==> src/rtl/cs_dec_pkg.sv <==
package cs_dec_pkg;

    typedef struct packed {
        logic       en;
        logic       wp;
        logic       wide;
        logic       le;
        logic [1:0] burst;
    } area_attr_t;

    typedef enum logic [1:0] {
        RSP_IDLE,
        RSP_HIT,
        RSP_FAULT
    } rsp_state_t;

endpackage

==> src/rtl/cs_cfg_bank.sv <==
module cs_cfg_bank
    import cs_dec_pkg::*;
#(
    parameter int unsigned N_AREA = 8,
    parameter int unsigned DATA_W = 32,
    parameter int unsigned TAG_W  = 16,
    parameter int unsigned SZ_W   = 4
) (
    input  logic                              clk,
    input  logic                              rst_n,
    input  logic                              cfg_we,
    input  logic [$clog2(N_AREA)-1:0]         cfg_idx,
    input  logic                              cfg_sel,
    input  logic [DATA_W-1:0]                 cfg_wdata,
    output logic [N_AREA-1:0][TAG_W-1:0]      base_o,
    output logic [N_AREA-1:0][SZ_W-1:0]       szc_o,
    output area_attr_t [N_AREA-1:0]           attr_o
);

    localparam int unsigned ATTR_W = $bits(area_attr_t);

    area_attr_t wr_attr;
    always_comb begin
        wr_attr.en    = cfg_wdata[0];
        wr_attr.wp    = cfg_wdata[1];
        wr_attr.wide  = cfg_wdata[2];
        wr_attr.le    = cfg_wdata[3];
        wr_attr.burst = cfg_wdata[5:4];
    end

    logic unused_bits;
    assign unused_bits = ^cfg_wdata[DATA_W-TAG_W-1:ATTR_W];

    for (genvar g = 0; g < N_AREA; g++) begin : g_area
        logic hit_idx;
        assign hit_idx = cfg_we && (cfg_idx == g[$clog2(N_AREA)-1:0]);

        always_ff @(posedge clk) begin
            if (!rst_n) begin
                base_o[g] <= '0;
                szc_o[g]  <= '0;
            end else if (hit_idx && !cfg_sel) begin
                base_o[g] <= cfg_wdata[DATA_W-1 -: TAG_W];
                szc_o[g]  <= cfg_wdata[SZ_W-1:0];
            end
        end

        always_ff @(posedge clk) begin
            if (!rst_n) begin
                attr_o[g]    <= '0;
                attr_o[g].en <= (g == 0);
            end else if (hit_idx && cfg_sel) begin
                attr_o[g] <= wr_attr;
                if (g == 0) begin
                    attr_o[g].le <= 1'b0;
                end
            end
        end
    end

endmodule

==> src/rtl/cs_area_match.sv <==
module cs_area_match #(
    parameter int unsigned TAG_W = 16,
    parameter int unsigned SZ_W  = 4
) (
    input  logic [TAG_W-1:0] tag_i,
    input  logic [TAG_W-1:0] base_i,
    input  logic [SZ_W-1:0]  szc_i,
    input  logic             en_i,
    output logic             hit_o
);

    localparam int unsigned MAX_SHIFT = TAG_W - 1;

    logic [SZ_W-1:0]  shift;
    logic [TAG_W-1:0] mask;

    always_comb begin
        shift = (32'(szc_i) > MAX_SHIFT) ? SZ_W'(MAX_SHIFT) : szc_i;
        mask  = {TAG_W{1'b1}} << shift;
        hit_o = en_i && (((tag_i ^ base_i) & mask) == '0);
    end

endmodule

==> src/rtl/cs_resp_fsm.sv <==
module cs_resp_fsm
    import cs_dec_pkg::*;
#(
    parameter int unsigned N_AREA = 8
) (
    input  logic                    clk,
    input  logic                    rst_n,
    input  logic                    req_valid,
    input  logic                    req_write,
    input  logic [N_AREA-1:0]       hit_i,
    input  area_attr_t [N_AREA-1:0] attr_i,
    output logic                    rsp_valid,
    output logic [N_AREA-1:0]       rsp_cs,
    output logic                    rsp_err,
    output logic                    rsp_wide,
    output logic                    rsp_little_end,
    output logic [3:0]              rsp_burst_len
);

    rsp_state_t        state_q, state_d;
    logic [N_AREA-1:0] sel_cs;
    area_attr_t        sel_attr;
    logic              any_hit;
    logic [N_AREA-1:0] cs_q;
    area_attr_t        attr_q;

    // lowest index wins: scan from the top so lower indices overwrite
    always_comb begin
        sel_cs   = '0;
        sel_attr = '0;
        any_hit  = 1'b0;
        for (int i = N_AREA - 1; i >= 0; i--) begin
            if (hit_i[i]) begin
                sel_cs    = '0;
                sel_cs[i] = 1'b1;
                sel_attr  = attr_i[i];
                any_hit   = 1'b1;
            end
        end
    end

    always_comb begin
        if (!req_valid) begin
            state_d = RSP_IDLE;
        end else if (any_hit && !(req_write && sel_attr.wp)) begin
            state_d = RSP_HIT;
        end else begin
            state_d = RSP_FAULT;
        end
    end

    always_ff @(posedge clk) begin
        if (!rst_n) begin
            state_q <= RSP_IDLE;
            cs_q    <= '0;
            attr_q  <= '0;
        end else begin
            state_q <= state_d;
            if (state_d == RSP_HIT) begin
                cs_q   <= sel_cs;
                attr_q <= sel_attr;
            end else begin
                cs_q   <= '0;
                attr_q <= '0;
            end
        end
    end

    always_comb begin
        rsp_valid      = 1'b0;
        rsp_cs         = '0;
        rsp_err        = 1'b0;
        rsp_wide       = 1'b0;
        rsp_little_end = 1'b0;
        rsp_burst_len  = '0;
        unique case (state_q)
            RSP_IDLE: begin
            end
            RSP_HIT: begin
                rsp_valid      = 1'b1;
                rsp_cs         = cs_q;
                rsp_wide       = attr_q.wide;
                rsp_little_end = attr_q.le;
                rsp_burst_len  = 4'd1 << attr_q.burst;
            end
            RSP_FAULT: begin
                rsp_valid = 1'b1;
                rsp_err   = 1'b1;
            end
            default: begin
            end
        endcase
    end

    logic unused_attr;
    assign unused_attr = attr_q.en ^ attr_q.wp;

endmodule

==> src/rtl/cs_area_decoder.sv <==
module cs_area_decoder
    import cs_dec_pkg::*;
#(
    parameter int unsigned N_AREA = 8,
    parameter int unsigned ADDR_W = 32,
    parameter int unsigned GRAN_W = 16,
    parameter int unsigned SZ_W   = 4
) (
    input  logic                      clk,
    input  logic                      rst_n,
    input  logic                      cfg_we,
    input  logic [$clog2(N_AREA)-1:0] cfg_idx,
    input  logic                      cfg_sel,
    input  logic [ADDR_W-1:0]         cfg_wdata,
    input  logic                      req_valid,
    input  logic                      req_write,
    input  logic [ADDR_W-1:0]         req_addr,
    output logic                      rsp_valid,
    output logic [N_AREA-1:0]         rsp_cs,
    output logic                      rsp_err,
    output logic                      rsp_wide,
    output logic                      rsp_little_end,
    output logic [3:0]                rsp_burst_len
);

    localparam int unsigned TAG_W = ADDR_W - GRAN_W;

    logic [N_AREA-1:0][TAG_W-1:0] base;
    logic [N_AREA-1:0][SZ_W-1:0]  szc;
    area_attr_t [N_AREA-1:0]      attr;
    logic [N_AREA-1:0]            hit;

    cs_cfg_bank #(
        .N_AREA (N_AREA),
        .DATA_W (ADDR_W),
        .TAG_W  (TAG_W),
        .SZ_W   (SZ_W)
    ) u_cfg (
        .clk       (clk),
        .rst_n     (rst_n),
        .cfg_we    (cfg_we),
        .cfg_idx   (cfg_idx),
        .cfg_sel   (cfg_sel),
        .cfg_wdata (cfg_wdata),
        .base_o    (base),
        .szc_o     (szc),
        .attr_o    (attr)
    );

    for (genvar g = 0; g < N_AREA; g++) begin : g_match
        cs_area_match #(
            .TAG_W (TAG_W),
            .SZ_W  (SZ_W)
        ) u_match (
            .tag_i  (req_addr[ADDR_W-1:GRAN_W]),
            .base_i (base[g]),
            .szc_i  (szc[g]),
            .en_i   (attr[g].en),
            .hit_o  (hit[g])
        );
    end

    cs_resp_fsm #(
        .N_AREA (N_AREA)
    ) u_fsm (
        .clk            (clk),
        .rst_n          (rst_n),
        .req_valid      (req_valid),
        .req_write      (req_write),
        .hit_i          (hit),
        .attr_i         (attr),
        .rsp_valid      (rsp_valid),
        .rsp_cs         (rsp_cs),
        .rsp_err        (rsp_err),
        .rsp_wide       (rsp_wide),
        .rsp_little_end (rsp_little_end),
        .rsp_burst_len  (rsp_burst_len)
    );

    logic unused_low;
    assign unused_low = ^req_addr[GRAN_W-1:0];

endmodule

==> config.mk <==
export PLATFORM = sky130hd
export DESIGN_NAME = cs_area_decoder
export DESIGN_NICKNAME = d
export VERILOG_FILES = /design/src/rtl/cs_dec_pkg.sv /design/src/rtl/cs_cfg_bank.sv /design/src/rtl/cs_area_match.sv /design/src/rtl/cs_resp_fsm.sv /design/src/rtl/cs_area_decoder.sv
export SDC_FILE = /design/constraint.sdc
export NUM_CORES = 1
export LEC_CHECK = 0
export BUFFER_PORTS_ARGS = -buffer_cell sky130_fd_sc_hd__buf_2
export CORE_MARGIN = 10
export CORE_UTILIZATION = 60
export CTS_CLUSTER_DIAMETER = 60
export DETAILED_ROUTE_END_ITERATION = 8
export PLACE_DENSITY = 0.84
export REMOVE_ABC_BUFFERS = 1
export SYNTH_ARGS = -nofsm -noshare
export SYNTH_HDL_FRONTEND = slang
export SYNTH_HIERARCHICAL = 1
export SYNTH_SLANG_ARGS = --single-unit
export TNS_END_PERCENT = 50
==> constraint.sdc <==
create_clock -name clk -period 4 [get_ports clk]
set_clock_uncertainty 0.2 [all_clocks]
set_input_delay 0.2 -clock clk [delete_from_list [all_inputs] [get_ports clk]]
set_output_delay 0.2 -clock clk [all_outputs]
set_load 0.05 [all_outputs]
==> run summary, run 1 <==
The flow ran to the end, and the final reports show no timing, DRC or antenna violations. Before antenna repair, the detailed router went through 5 iterations. The number of global-route vias before repair came out at around 8800. Summed over all layers, the global routing overflow is 0.

The top layer reached by signal wires is met4. The wire length on met1 is 11.7 mm. The cell count of the worst hold path came out at 3.

The initial cell density of the core is 60.7%. The amount of wire on met2 after detailed routing is 13.3 mm. After synthesis, the most frequently instantiated cells are sky130_fd_sc_hd__nand2_1 (237), sky130_fd_sc_hd__dfxtp_1 (221), sky130_fd_sc_hd__mux2i_1 (206), sky130_fd_sc_hd__xor2_1 (88), sky130_fd_sc_hd__xnor2_1 (40). The count of cell types in the netlist is 50. Counting both buffers and inverters, the worst setup path holds a total of 1. Clock tree synthesis selected as its root buffer the cell sky130_fd_sc_hd__clkbuf_16. The number of placed instances with taps included is 1397.

The worst reg-to-reg setup slack came out at 0.17 ns. The number of H-tree levels is 1. The critical path launch point type is a flip-flop. The net count of the finished layout came out at about 1300.

The final-report hold violation count is 0. The synthesized cell area is 0.0109 sq mm. Across the VDD grid, the largest voltage drop is about 0.39 mV. Once layout is complete, the utilization of the core stands at between 60% and 70%.

Summing the sequential cell areas from Yosys gives 40.7% of the chip area. The final count of pins violating max slew is 0. The depth of the most critical reg-to-reg path is 10. The overall die area is 0.0239 sq mm. The half-perimeter wire length of the detailed placement result is ~19 mm. In this run the critical register-to-register path is captured at u_fsm/cs_q[7]$_SDFF_PP0_.

The area added between synthesis and finish came out at 11.4%. The post-CTS clock slew at the launch and capture registers of the worst setup and hold paths came out at 0.06 ns. Ranked by total cell area, the synthesized netlist is headed by sky130_fd_sc_hd__dfxtp_1 (41%), sky130_fd_sc_hd__mux2i_1 (19%), sky130_fd_sc_hd__nand2_1 (8.2%). Yosys mapped a number of flops with a built-in enable equal to 0. Traced cell by cell, the critical path runs through nand2_4 > a2111oi_1 > o2111ai_1 > a221oi_2 > nand2b_1 > o221a_2 > a21boi_2 > nor2_1 > nor3_1 > dlygate4sd3_1. The analysis attributes to cell leakage a power of 5.17 nW. Setup violations remaining at the end of the flow were counted as 0. The data arrival time of the worst path came out at between 4 and 5 ns. Power spread over the standard cell area amounts to 395 mW/mm^2. The top cell type by area accounts for 40.7% of the synthesized area.

The category of the worst setup path capture point is a flip-flop. In the routed design, unresolved DRC markers number 0. The largest net degree at the start of global routing came out at 90. The largest individual stage delay along the critical path comes from the cell sky130_fd_sc_hd__dfxtp_1. The count of mapped cells out of synthesis is 1161.

After layout, the minimum clock period comes to 3.83 ns. In this design, the largest share of critical-path delay is due to compound AO/OA/AOI/OAI gates. The final worst-path cycle share is between 90% and 100%. The category of the most critical setup path is flip-flop to flip-flop.

The synthesized area divided by synthesized cell count came out at approximately 9.4 sq um. Setup repair after global routing left no endpoint under its margin. The startpoint identified for the worst hold timing path is cfg_wdata[25].

Measured against its own limit, the worst slew margin works out to ~22%. 89 I/O pins were placed. The die width came out at 155 um. The global-route wire length before repair is approximately 44 mm.

The number of input and output port buffers inserted came out at between 60 and 70. The worst register-to-register path begins at u_cfg/szc_o[21]$_SDFFE_PN0P_. Of all cell types, the one taking the most synthesized area is sky130_fd_sc_hd__dfxtp_1. TritonCTS built the clock tree. Counting the buffers created by CTS gives 23. The floorplan step defined a core boundary enclosing 0.0179 sq mm. The number of antenna violations at the first check in global routing came out at 1. The sum of met3 wire segment lengths after detailed routing came out at 1.73 mm. In the routed layout, each cell is associated on average with a via count of 5.98. The overall power after layout is 0.00478 W.

The most frequent cell after synthesis is sky130_fd_sc_hd__nand2_1. Global routing consumed, over all layers together, around 22% of the routing resources. After synthesis the netlist holds a flip-flop and latch count of 221. The final weighted congestion in routability-driven placement came out at 0.894. After detailed routing, the average wire length per cell comes to 19.0 um. In this run the vertical extent of the chip is 155 um. The biggest cell delay along the critical path is approximately 0.60 ns. The count of maximum capacitance violations came out at 0. The vias after detailed routing came out at 8662. The fraction of registers with async set or reset after synthesis is 0%. The setup TNS came out at 0 ns. Clock tree synthesis found a total of 221 sinks. Data on the critical path is required at its endpoint by 4.24 ns. The maximum fanout along the worst path is 11. The maximum clock insertion buffer count came out at 3. The non-filler instance count after layout is 1448.

The clock insertion delay at the later pin of the skew report came out at 0.51 ns. Among all flip-flop cells after synthesis, the most frequent one is sky130_fd_sc_hd__dfxtp_1. For this run, the top clock speed supported by timing is 261 MHz.

The number of filler instances in the final layout is ~1300. The total detailed-routing wirelength came out at 27.5 mm. The layout cell share with drive strength beyond 1 is 12.2%. The hold path endpoint is u_cfg/base_o[73]$_SDFFE_PN0P_. Yosys printed 6 warnings.

The initial DRC count came out at 854. The floorplan has 49 rows. The worst-margin pin slew is 1.16 ns. The count of nets left with antenna violations once routing finished came out at 0. The worst min-delay path class is input port to flip-flop. The number of setup buffers added after CTS is 0.
==> cells by family after synthesis <==
| group | Yosys count | share of synthesized area (%) |
|---|---|---|
| simple gates | 359 | 15.1 |
| flops | 221 | 40.7 |
| mux | 206 | 19.0 |
| compound gates | 155 | 10.6 |
| xor+xnor | 128 | 10.3 |
| buf+inv | 89 | 4.08 |
| fa+ha+maj | 2 | 0.230 |
| other cells | 1 | 0.0345 |
==> layout make-up <==
cell class | count | area, sq um | area share [%]
diodes | 1 | 2.50 | 0.0207
clock buffers | 33 | 653 | 5.39
clock inverters | 6 | 110 | 0.909
inverters | 23 | 86.3 | 0.713
multi-input cells | 851 | 6020 | 49.8
flip-flops and latches | 221 | 4420 | 36.5
well taps | 229 | 287 | 2.37
repair buffers | 84 | 522 | 4.31
==> metrics by stage <==
stage | hold WS [ns] | setup WS, ns | cell area [sq um]
after global placement | 0.242 | 0.581 | 11200
final | 0.0277 | 0.167 | 12100
after floorplan | 0.0889 | 1.07 | 10500
after global routing | 0.0218 | 0.0131 | 12100
after detailed placement | 0.249 | 0.496 | 11200
after CTS | 0.00200 | 0.255 | 12100
==> tightest hold or removal path, cell delays in order <==
cell and delay (ns):
sky130_fd_sc_hd__buf_2 0.07, sky130_fd_sc_hd__nand2_1 0.21, sky130_fd_sc_hd__mux2i_1 0.20
==> where the power goes <==
part,switching [W],internal (W)
logic,0.000226,0.000121
registers,0.0000252,0.00223
clock network,0.000856,0.00132
total,0.00111,0.00367
==> registers in the layout, indices dropped and copies added (netlist names) <==
| name | count |
|---|---|
| u_cfg/szc_o | 32 |
| u_fsm/cs_q | 8 |
| u_fsm/attr_q | 4 |
| u_fsm/state_q | 2 |
| u_cfg/base_o | 128 |
| u_cfg/attr_o | 47 |
==> placed cells by master (no fill, tap or decap), types with 6 or more instances in the layout <==
cell,instances
sky130_fd_sc_hd__nand2_1,237
sky130_fd_sc_hd__dfxtp_1,221
sky130_fd_sc_hd__mux2i_1,206
sky130_fd_sc_hd__xor2_1,88
sky130_fd_sc_hd__buf_2,61
sky130_fd_sc_hd__xnor2_1,40
sky130_fd_sc_hd__nor2_1,33
sky130_fd_sc_hd__a21oi_1,32
sky130_fd_sc_hd__o21a_1,24
sky130_fd_sc_hd__clkbuf_16,23
sky130_fd_sc_hd__inv_1,23
sky130_fd_sc_hd__o21ai_0,20
sky130_fd_sc_hd__nor3_1,15
sky130_fd_sc_hd__dlygate4sd3_1,11
sky130_fd_sc_hd__buf_4,10
sky130_fd_sc_hd__and2_1,10
sky130_fd_sc_hd__o211ai_1,9
sky130_fd_sc_hd__o221ai_1,9
sky130_fd_sc_hd__a221oi_1,9
sky130_fd_sc_hd__nand2_4,8
sky130_fd_sc_hd__a222oi_1,8
sky130_fd_sc_hd__nand2_2,8
sky130_fd_sc_hd__o2111ai_1,8
sky130_fd_sc_hd__o22ai_1,8
sky130_fd_sc_hd__a31oi_1,8
sky130_fd_sc_hd__or4_4,8
sky130_fd_sc_hd__a2111oi_0,7
sky130_fd_sc_hd__a221oi_2,7
sky130_fd_sc_hd__clkbuf_1,6
==> timing repair <==
action,in CTS,in global routing
hold buffers,11,0
setup endpoints to repair,0,1
resized for setup,0,2
endpoints found under the hold margin,32,0
==> how the worst max path moves through the flow <==
stage / startpoint / end / slack (ns) / cells after the start
5_1_grt: u_cfg/szc_o[29]$_SDFFE_PN0P_ / u_fsm/cs_q[7]$_SDFF_PP0_ / 0.01 / 10
6_report: u_cfg/szc_o[21]$_SDFFE_PN0P_ / u_fsm/cs_q[7]$_SDFF_PP0_ / 0.17 / 10
4_1_cts: u_cfg/szc_o[21]$_SDFFE_PN0P_ / u_fsm/cs_q[7]$_SDFF_PP0_ / 0.26 / 10
2_1_floorplan: cfg_sel / u_cfg/base_o[48]$_SDFFE_PN0P_ / 1.07 / 3
3_3_place_gp: u_cfg/szc_o[9]$_SDFFE_PN0P_ / u_fsm/cs_q[4]$_SDFF_PP0_ / 0.58 / 9
3_5_place_dp: u_cfg/szc_o[29]$_SDFFE_PN0P_ / u_fsm/attr_q[2]$_SDFF_PP0_ / 0.50 / 9
==> routing by layer <==
metal / vias up / global-route usage, %
met2: 317 / 37.6
met5: - / 0
met1: 4193 / 27.1
met3: 65 / 3.30
li1: 4087 / -
met4: 0 / 8.23
No activity file was read; power rests on OpenSTA's default activity.
==> inputs of run 2 (changes only) <==
--- a/config.mk
+++ b/config.mk
@@ -5,12 +5,13 @@
 export SDC_FILE = /design/constraint.sdc
 export NUM_CORES = 1
 export LEC_CHECK = 0
+export ABC_AREA = 1
 export BUFFER_PORTS_ARGS = -buffer_cell sky130_fd_sc_hd__buf_2
 export CORE_MARGIN = 10
 export CORE_UTILIZATION = 60
 export CTS_CLUSTER_DIAMETER = 60
 export DETAILED_ROUTE_END_ITERATION = 8
-export PLACE_DENSITY = 0.84
+export PLACE_DENSITY = 0.83
 export REMOVE_ABC_BUFFERS = 1
 export SYNTH_ARGS = -nofsm -noshare
 export SYNTH_HDL_FRONTEND = slang
==> constraint.sdc (replaced) <==
create_clock -name clk -period 3.9 [get_ports clk]
set_clock_uncertainty 0.2 [all_clocks]
set_input_delay 0.195 -clock clk [delete_from_list [all_inputs] [get_ports clk]]
set_output_delay 0.195 -clock clk [all_outputs]
set_load 0.05 [all_outputs]
==> run 2 against run 1 <==
Compared with the run above: combinational power grew 73%; synthesized cell count grew 120%; sequential share of layout area shrank 7.8 points; non-clock buffer count grew 31; register-to-register slack gained 0.36 ns; largest cell class unchanged; largest power group unchanged.
==> run summary, run 2 <==
The maximum clock insertion buffer count is 3 (unchanged). The library cell appearing most often on the critical path is sky130_fd_sc_hd__nor2_1. The number of input and output port buffers inserted came to 62 (unchanged). The routing usage on met2 was 40.6% (+3.1 points). The flow ran to the end, and the final reports show no timing, DRC or antenna violations. The global-route wire length before repair came out at 60.5 mm (+37%). In this design, the largest share of critical-path delay is due to simple AND/OR/NAND/NOR gates. The critical path depth in cells is 19 (+9). The core box area came out at 0.0228 sq mm (+27%). The count of pins on the block boundary came out at 89 (unchanged).

The most critical setup path has its startpoint at u_cfg/szc_o[18]$_SDFFE_PN0P_. Ranked by flip-flop count, first place goes to u_cfg/base_o. The vertical extent of the die came to 173 um (+12%).

The buffers plus inverters on the worst setup path came to 4 (+3). The depth of the most critical reg-to-reg path was 19 (+9). The number of synthesized flops with an enable pin was 0 (unchanged). The number of search-and-repair iterations in the first detailed-routing pass is 6 (+1).

The startpoint identified for the worst hold timing path is cfg_we. The synthesized area divided by synthesized cell count was 5.58 sq um (-40%). The minimum setup slack in the final design is 0.527 ns (+0.360 ns).

The synthesized cell area was 0.0140 sq mm (+29%). The worst register-to-register path begins at u_cfg/szc_o[18]$_SDFFE_PN0P_. The highest-utilization routing layer at the global route stage is met2. The data required time of the worst path came to 4.16 ns (-0.08 ns). The final weighted congestion in routability-driven placement was 0.923 (+3.3%). The data arrival time of the worst path came out at 3.63 ns (-0.45 ns). By area the synthesized netlist is led by sky130_fd_sc_hd__dfxtp_1 (32%), sky130_fd_sc_hd__nand2_1 (22%), sky130_fd_sc_hd__inv_1 (14%). The setup violation total in the final timing report came to 0 (unchanged). The non-filler instance count after layout came out at 2880 (+99%). The final-report hold violation count is 0 (unchanged). The category of the worst setup path capture point is a flip-flop. The biggest cell delay along the critical path came out at 0.54 ns (-0.06 ns).

The met1 global-route usage was 28.8% (+1.8 points). The initial cell density of the core came out at 61.4% (+0.66 points). The met3 usage in global routing is 3.86% (+0.56 points).

The count of maximum capacitance violations is 0 (unchanged). The total detailed-routing wirelength is 37.1 mm (+35%). Of all cell types, the one taking the most synthesized area is sky130_fd_sc_hd__dfxtp_1. The number of placed instances with taps included is 2801 (+100%). The overall die area came out at 0.0298 sq mm (+25%). The count of mapped cells out of synthesis is 2507 (+120%). The count of cell types in the netlist is 32 (-36%).

The relative slew slack came out at 25.3% (+2.9 points). The tightest min-delay check is of the input port to flip-flop type. The post-synthesis register bit count came out at 221 (unchanged).

The power per cell area was 330 mW/mm^2 (-16%). The largest net degree at the start of global routing was 140 (+56%). The net count of the finished layout is 2627 (+110%). The vias after detailed routing is 14184 (+64%). The post-layout minimum cycle time came out at 3.37 ns (-0.460 ns). The worst-margin pin slew came out at 1.12 ns (-0.0452 ns). The layout cell share with drive strength beyond 1 came out at 6.39% (-5.8 points). The half-perimeter wire length of the detailed placement result is 25.6 mm (+37%). The largest registers in the layout are u_cfg/base_o (128), u_cfg/attr_o (47), u_cfg/szc_o (32). The average wire per cell in the routed design is 12.9 um (-32%). The maximum fanout along the worst path is 9 (-2). The signal on the critical path passes through inv_1 > nand2_1 > nor2_1 > nand2_1 > o21ai_0 > nor2_1 > nand2_1 > nor2_1 > inv_2 > nand2_2 > nor2_1 > nor2_1 > nand2_1 > nand2_2 > nand2_4 > nand2_4 > inv_4 > nor2_1 > dlygate4sd3_1.

The TritonCTS clock tree is done. The commonest register cell after synthesis is sky130_fd_sc_hd__dfxtp_1. Yosys instantiated no cell more often than sky130_fd_sc_hd__nand2_1. The post-CTS clock slew at the launch and capture registers of the worst setup and hold paths came to 0.06 ns (about the same).

The DRC violations left is 0 (unchanged). The clock insertion delay at the later pin of the skew report came out at 0.52 ns (about the same). The count of warnings emitted by yosys is 6 (unchanged). The final worst-path cycle share came out at 86.5% (-9.3 points). The final count of pins violating max slew came out at 0 (unchanged). The ratio of routed vias to standard cells is 4.93 (-18%). The cell count of the worst hold path is 5 (+2).

The number of nets with antenna violations after detailed routing came to 0 (unchanged). The setup TNS was 0 ns (unchanged). The register area share after synthesis was 31.6% (-9.1 points). The die width is 173 um (+12%). The critical path launch point type is a flip-flop.

The root buffer cell is sky130_fd_sc_hd__clkbuf_16. The leakage power is 8.51 nW (+64%). The number of antenna violations at the first check in global routing is 1 (unchanged). The number of buffers created by CTS is 25 (+8.7%). The initial DRC count came out at 1245 (+46%). The total overflow reported by the global router came out at 0 (unchanged). The clock sink total is 221 (unchanged). Leaving out fill and tap cells, the most frequent cell in the layout is sky130_fd_sc_hd__nand2_1. Sorting the synthesized cells by how often they occur yields sky130_fd_sc_hd__nand2_1 (833), sky130_fd_sc_hd__inv_1 (529), sky130_fd_sc_hd__nor2_1 (444), sky130_fd_sc_hd__nand3_1 (245), sky130_fd_sc_hd__dfxtp_1 (221). The total global-route track usage came to 23.6% (+1.7 points). The number of placement rows is 55 (+12%).

The fraction of registers with async set or reset after synthesis was 0% (unchanged). The overall power after layout came out at 0.00507 W (+6.2%). The placement-stage worst setup slack is 1.12 ns (+0.620 ns). The area added between synthesis and finish is 9.98%.

The top cell types in the final layout, fill and taps aside, are sky130_fd_sc_hd__nand2_1 (833), sky130_fd_sc_hd__inv_1 (529), sky130_fd_sc_hd__nor2_1 (444). Setup repair after global routing left no endpoint under its margin. The number of global-route vias before repair is 13000 (+47%).

The maximum vdd drop came out at 0.356 mV (-8.5%). The number of H-tree levels is 1 (unchanged). The critical path is of the flip-flop to flip-flop type. The setup fix buffers added after clock tree synthesis is 0 (unchanged).

The fraction of post-synthesis cell area in the top cell type by area is 31.6% (-9.1 points). The maximum clock frequency came out at 296 MHz (+14%). The number of flip-flops under the largest register name came out at 128 (unchanged). Among all stages on the critical path, the largest delay is contributed by sky130_fd_sc_hd__dfxtp_1.
run 2: cell count changes in the layout (fill, tap and decap cells not counted), sizes merged, moves of 20 or more:
| cell | delta |
|---|---|
| nor2 | +422 |
| a21oi | -20 |
| inv | +513 |
| dlygate4sd3 | +26 |
| mux2i | -206 |
| nand2 | +589 |
| xnor2 | -32 |
| nand3 | +241 |
| o21a | -24 |
| xor2 | -64 |
run 2: logic make-up (layout without fill, tap and decap cells):
kind of cell	after synthesis	in the layout	share of synthesized area, %
adders and majority gates	2	2	0.179
buffers and inverters	634	693	18.3
DFF	221	221	31.6
other	1	2	0.0268
xor gates and xnor gates	32	32	2.00
AOI/OAI and AO/OA	35	35	1.42
and+or+nand+nor	1582	1582	46.4
run 2: timing repair:
action                     in CTS  in global routing
gates resized for setup         0                  0
hold endpoints to repair      115                  0
setup endpoints to repair       0                  0
hold buffers                   37                  0
run 2: metrics by stage:
stage | instance area (sq um) | utilization [%] | hold WS, ns
CTS | 15400 | 67.5 | 0.0915
finish | 15400 | 67.5 | 0.0993
global route | 15400 | 67.5 | 0.118
floorplan | 13400 | - | 0.0796
global placement | 14300 | 62.7 | 0.241
detailed placement | 14300 | 62.7 | 0.265
run 2: power by group:
| part | internal (W) | total [W] | switching [W] |
|---|---|---|---|
| registers | 0.00231 | 0.00235 | 0.0000414 |
| clock network | 0.00123 | 0.00213 | 0.000894 |
| logic | 0.000200 | 0.000601 | 0.000401 |
run 2: metal layers:
layer	part of all wire [%]	up-vias
met5	0	-
met4	3.4	0
met3	8.2	89
met2	47	483
met1	41	6268
li1	-	7344
run 2: path summary, 6_finish.rpt:
check / to / slack [ns]
worst max-delay path: u_fsm/state_q[1]$_SDFF_PN0_ / 0.53
worst min-delay path: u_cfg/attr_o[44]$_SDFFE_PN0P_ / 0.1
worst max register to register: u_fsm/state_q[1]$_SDFF_PN0_ / 0.53
worst min register to register: u_cfg/attr_o[5]$_SDFFE_PN1P_ / 0.28
run 2: area by class of cell:
class / count / area (sq um)
fill: 1992 / 7400
antenna: 1 / 2.50
sequential: 221 / 4420
clock inverter: 1 / 5.00
inverter: 537 / 2020
multi-input combinational: 1652 / 7000
timing repair buffer: 115 / 820
clock buffer: 40 / 712
tap: 313 / 392
run 2: worst reg2reg max path, cell delays in order (launching register included):
cell and delay, ns:
sky130_fd_sc_hd__dfxtp_1 0.54, sky130_fd_sc_hd__inv_1 0.11, sky130_fd_sc_hd__nand2_1 0.14, sky130_fd_sc_hd__nor2_1 0.06, sky130_fd_sc_hd__nand2_1 0.07, sky130_fd_sc_hd__o21ai_0 0.09
sky130_fd_sc_hd__nor2_1 0.09, sky130_fd_sc_hd__nand2_1 0.09, sky130_fd_sc_hd__nor2_1 0.47, sky130_fd_sc_hd__inv_2 0.16, sky130_fd_sc_hd__nand2_2 0.17, sky130_fd_sc_hd__nor2_1 0.06
sky130_fd_sc_hd__nor2_1 0.09, sky130_fd_sc_hd__nand2_1 0.07, sky130_fd_sc_hd__nand2_2 0.07, sky130_fd_sc_hd__nand2_4 0.06, sky130_fd_sc_hd__nand2_4 0.10, sky130_fd_sc_hd__inv_4 0.05
sky130_fd_sc_hd__nor2_1 0.09, sky130_fd_sc_hd__dlygate4sd3_1 0.54
==> inputs of run 3 (changes only) <==
--- a/config.mk
+++ b/config.mk
@@ -8,11 +8,12 @@
 export ABC_AREA = 1
 export BUFFER_PORTS_ARGS = -buffer_cell sky130_fd_sc_hd__buf_2
 export CORE_MARGIN = 10
-export CORE_UTILIZATION = 60
+export CORE_UTILIZATION = 54
 export CTS_CLUSTER_DIAMETER = 60
 export DETAILED_ROUTE_END_ITERATION = 8
-export PLACE_DENSITY = 0.83
+export PLACE_DENSITY = 0.79
 export REMOVE_ABC_BUFFERS = 1
+export SKIP_CTS_REPAIR_TIMING = 1
 export SYNTH_ARGS = -nofsm -noshare
 export SYNTH_HDL_FRONTEND = slang
 export SYNTH_HIERARCHICAL = 1
==> constraint.sdc (replaced) <==
create_clock -name clk -period 2.9 [get_ports clk]
set_clock_uncertainty 0.2 [all_clocks]
set_input_delay 0.145 -clock clk [delete_from_list [all_inputs] [get_ports clk]]
set_output_delay 0.145 -clock clk [all_outputs]
set_load 0.05 [all_outputs]
==> run 3 against run 2 <==
Compared with the run above: fmax up 29%; routed wire length up 0.23%; final area up 1.1%; power up 44%; critical path depth down 1; sequential power up 34%; non-clock buffer count unchanged; sequential cell count unchanged; register-to-register slack worse by 0.25 ns; critical endpoint is now u_fsm/attr_q[0]$_SDFF_PP0_; largest cell class unchanged.
==> run summary, run 3 (synthesis gave the netlist of run 2 again) <==
The final worst-path cycle share came to 90.3% (+3.8 points). The number of placement rows came to 58 (+5.5%). The final-report hold violation count is 0 (unchanged). The total detailed-routing wirelength is 37.2 mm (+0.23%). The maximum clock frequency is 382 MHz (+29%). The number of flip-flops under the largest register name came out at 128 (unchanged). The highest layer touched by signal routing is met4. The minimum setup slack in the final design came out at 0.280 ns (-0.246 ns). The library cells used most frequently in the layout, excluding fill and tap cells, are sky130_fd_sc_hd__nand2_1 (833), sky130_fd_sc_hd__inv_1 (529), sky130_fd_sc_hd__nor2_1 (442). The clock sink total is 221 (unchanged).

The number of nets with antenna violations after detailed routing came to 0 (unchanged). The setup TNS is 0 ns (unchanged). The half-perimeter wire length of the detailed placement result is 25.9 mm (+1.2%). The vias after detailed routing came to 14062 (-0.86%). The min-delay analysis places its worst path in the category input port to flip-flop. The number of H-tree levels came out at 1 (unchanged). More flip-flops sit in one register than any other, and that register is u_cfg/base_o. The category of the worst setup path capture point is a flip-flop. The TritonCTS clock tree is done. The maximum clock insertion buffer count was 3 (unchanged). The post-CTS clock slew at the launch and capture registers of the worst setup and hold paths is 0.06 ns (about the same).

The overall die area came out at 0.0327 sq mm (+9.8%). The sum of met3 wire segment lengths after detailed routing came out at 2.43 mm (-20%). The final weighted congestion in routability-driven placement is 0.944 (+2.2%). The cell sitting at the root of the clock tree is a sky130_fd_sc_hd__clkbuf_16.

The worst setup path is of the flip-flop to flip-flop kind. The count of maximum capacitance violations came out at 0 (unchanged). The maximum vdd drop came out at 0.471 mV (+33%). The number of search-and-repair iterations in the first detailed-routing pass is 8 (+2).

The critical path starts at u_cfg/szc_o[22]$_SDFFE_PN0P_. The initial cell density of the core came to 55.2% (-6.2 points). The relative slew slack is 46.6% (+21 points).

The total global-route track usage is 21.7% (-1.9 points). The number of antenna violations at the first check in global routing came out at 1 (unchanged). The setup violation total in the final timing report is 0 (unchanged).

The amount of wire on met2 after detailed routing was 17.8 mm (+1.3%). The average wire per cell in the routed design came out at 12.8 um (-0.49%). The post-layout minimum cycle time came to 2.62 ns (-0.754 ns). The power per cell area came out at 470 mW/mm^2 (+42%). The wire length on met1 is 16.1 mm (+5.7%). The reg-to-reg startpoint is u_cfg/szc_o[22]$_SDFFE_PN0P_. The placement-stage worst setup slack came out at 0.294 ns (-0.822 ns).

The worst reg-to-reg setup slack came out at 0.28 ns (-0.25 ns). The number of global-route vias before repair was 12888 (-0.86%). The global-route wire length before repair came out at 61.1 mm (+1.0%). The initial DRC count was 1209 (-2.9%). The maximum fanout along the worst path came to 9 (unchanged). The critical path launch point type is a flip-flop. The worst hold slack came out at 0.0320 ns (-0.0673 ns). The total overflow reported by the global router came out at 0 (unchanged).

The number of input and output port buffers inserted is 62 (unchanged). Setup repair after global routing left no endpoint under its margin. The library cell used most frequently in the layout, excluding fill and tap cells, is sky130_fd_sc_hd__nand2_1. The run finished with clean final reports. The data required time of the worst path was 3.16 ns (-1.00 ns). The count of pins on the block boundary is 89 (unchanged). The largest net degree at the start of global routing came to 86 (-39%).

The area added between synthesis and finish came out at 11.2%. The die width came out at 181 um (+4.8%). In the final layout, the registers with the most flip-flops are u_cfg/base_o (128), u_cfg/attr_o (47), u_cfg/szc_o (32).

The DRC violations left is 0 (unchanged). The net count of the finished layout was 2627 (unchanged). The layout cell share with drive strength beyond 1 came out at 7.16% (+0.77 points). The overall power after layout is 0.00731 W (+44%). The leakage power came out at 8.59 nW (+0.89%). The data arrival time of the worst path came out at 2.88 ns (-0.75 ns). The number of buffers created by CTS is 25 (unchanged). The worst-margin pin slew came out at 0.799 ns (-0.320 ns). The origin of the worst min-delay path is cfg_we. The vertical extent of the die is 181 um (+4.8%). The clock insertion delay at the later pin of the skew report is 0.53 ns (about the same). The core box area came out at 0.0253 sq mm (+11%). The ratio of routed vias to standard cells was 4.85 (-1.6%).

The final count of pins violating max slew was 0 (unchanged).
## run 3: cell count changes in the layout (fill, tap and decap cells not counted), sizes merged
| cell | before | now |
|---|---|---|
| buf | 78 | 83 |
| bufinv | 0 | 4 |
| clkbuf | 40 | 31 |
| clkinv | 2 | 9 |
| clkinvlp | 0 | 2 |
| dlygate4sd3 | 37 | 32 |
## run 3: worst max-delay path, cell delays in order, from the launching register on
cell                      delay, ns
sky130_fd_sc_hd__dfxtp_1       0.51
sky130_fd_sc_hd__inv_1         0.10
sky130_fd_sc_hd__nand2_1       0.10
sky130_fd_sc_hd__nor2_1        0.05
sky130_fd_sc_hd__nand2_1       0.07
sky130_fd_sc_hd__o21ai_0       0.10
sky130_fd_sc_hd__nor2_1        0.11
sky130_fd_sc_hd__nand2_1       0.11
sky130_fd_sc_hd__nor2_1        0.29
sky130_fd_sc_hd__nand2_2       0.19
sky130_fd_sc_hd__nor2_1        0.14
sky130_fd_sc_hd__nor2_1        0.07
sky130_fd_sc_hd__nand2_1       0.07
sky130_fd_sc_hd__nand2_2       0.06
sky130_fd_sc_hd__nand2_4       0.08
sky130_fd_sc_hd__nand2_4       0.07
sky130_fd_sc_hd__inv_4         0.07
sky130_fd_sc_hd__nand2_4       0.08
sky130_fd_sc_hd__a21oi_2       0.11
## run 3: final timing paths
check / end / cells after the start
hold reg to reg: u_cfg/attr_o[47]$_SDFFE_PN0P_ / 2
hold / removal: u_cfg/attr_o[18]$_SDFFE_PN0P_ / 6
setup / recovery: u_fsm/attr_q[0]$_SDFF_PP0_ / 18
setup reg to reg: u_fsm/attr_q[0]$_SDFF_PP0_ / 18
## run 3: power by group
part / total (W) / switching [W] / internal (W)
sequential: 0.00316 / 0.0000558 / 0.00310
clock: 0.00334 / 0.00133 / 0.00202
combinational: 0.000808 / 0.000539 / 0.000269
total: 0.00731 / 0.00192 / 0.00539
## run 3: final cells by class
cell class                 instances  area, sq um
antenna                            1         2.50
clock buffer                      31          678
clock inverter                    14          183
fill                            2369         9780
inverter                         537         2020
multi-input combinational       1652         7000
sequential                       221         4420
tap                              330          413
timing repair buffer             115          820
## run 3: metal layers
metal / track usage (%) / up-vias
met5: 0 / -
met4: 6.46 / 0
met3: 2.64 / 65
met2: 37.9 / 412
met1: 27.2 / 6258
li1: - / 7327
## run 3: metrics by stage
| stage | instance area, sq um | cells | util, % |
|---|---|---|---|
| after floorplan | 13400 | 2410 | - |
| after global placement | 14400 | 2823 | 56.7 |
| after detailed placement | 14400 | 2823 | 56.7 |
| after CTS | 15200 | 2868 | 60.1 |
| after global routing | 15500 | 2901 | 61.4 |
| final | 15500 | 2901 | 61.4 |
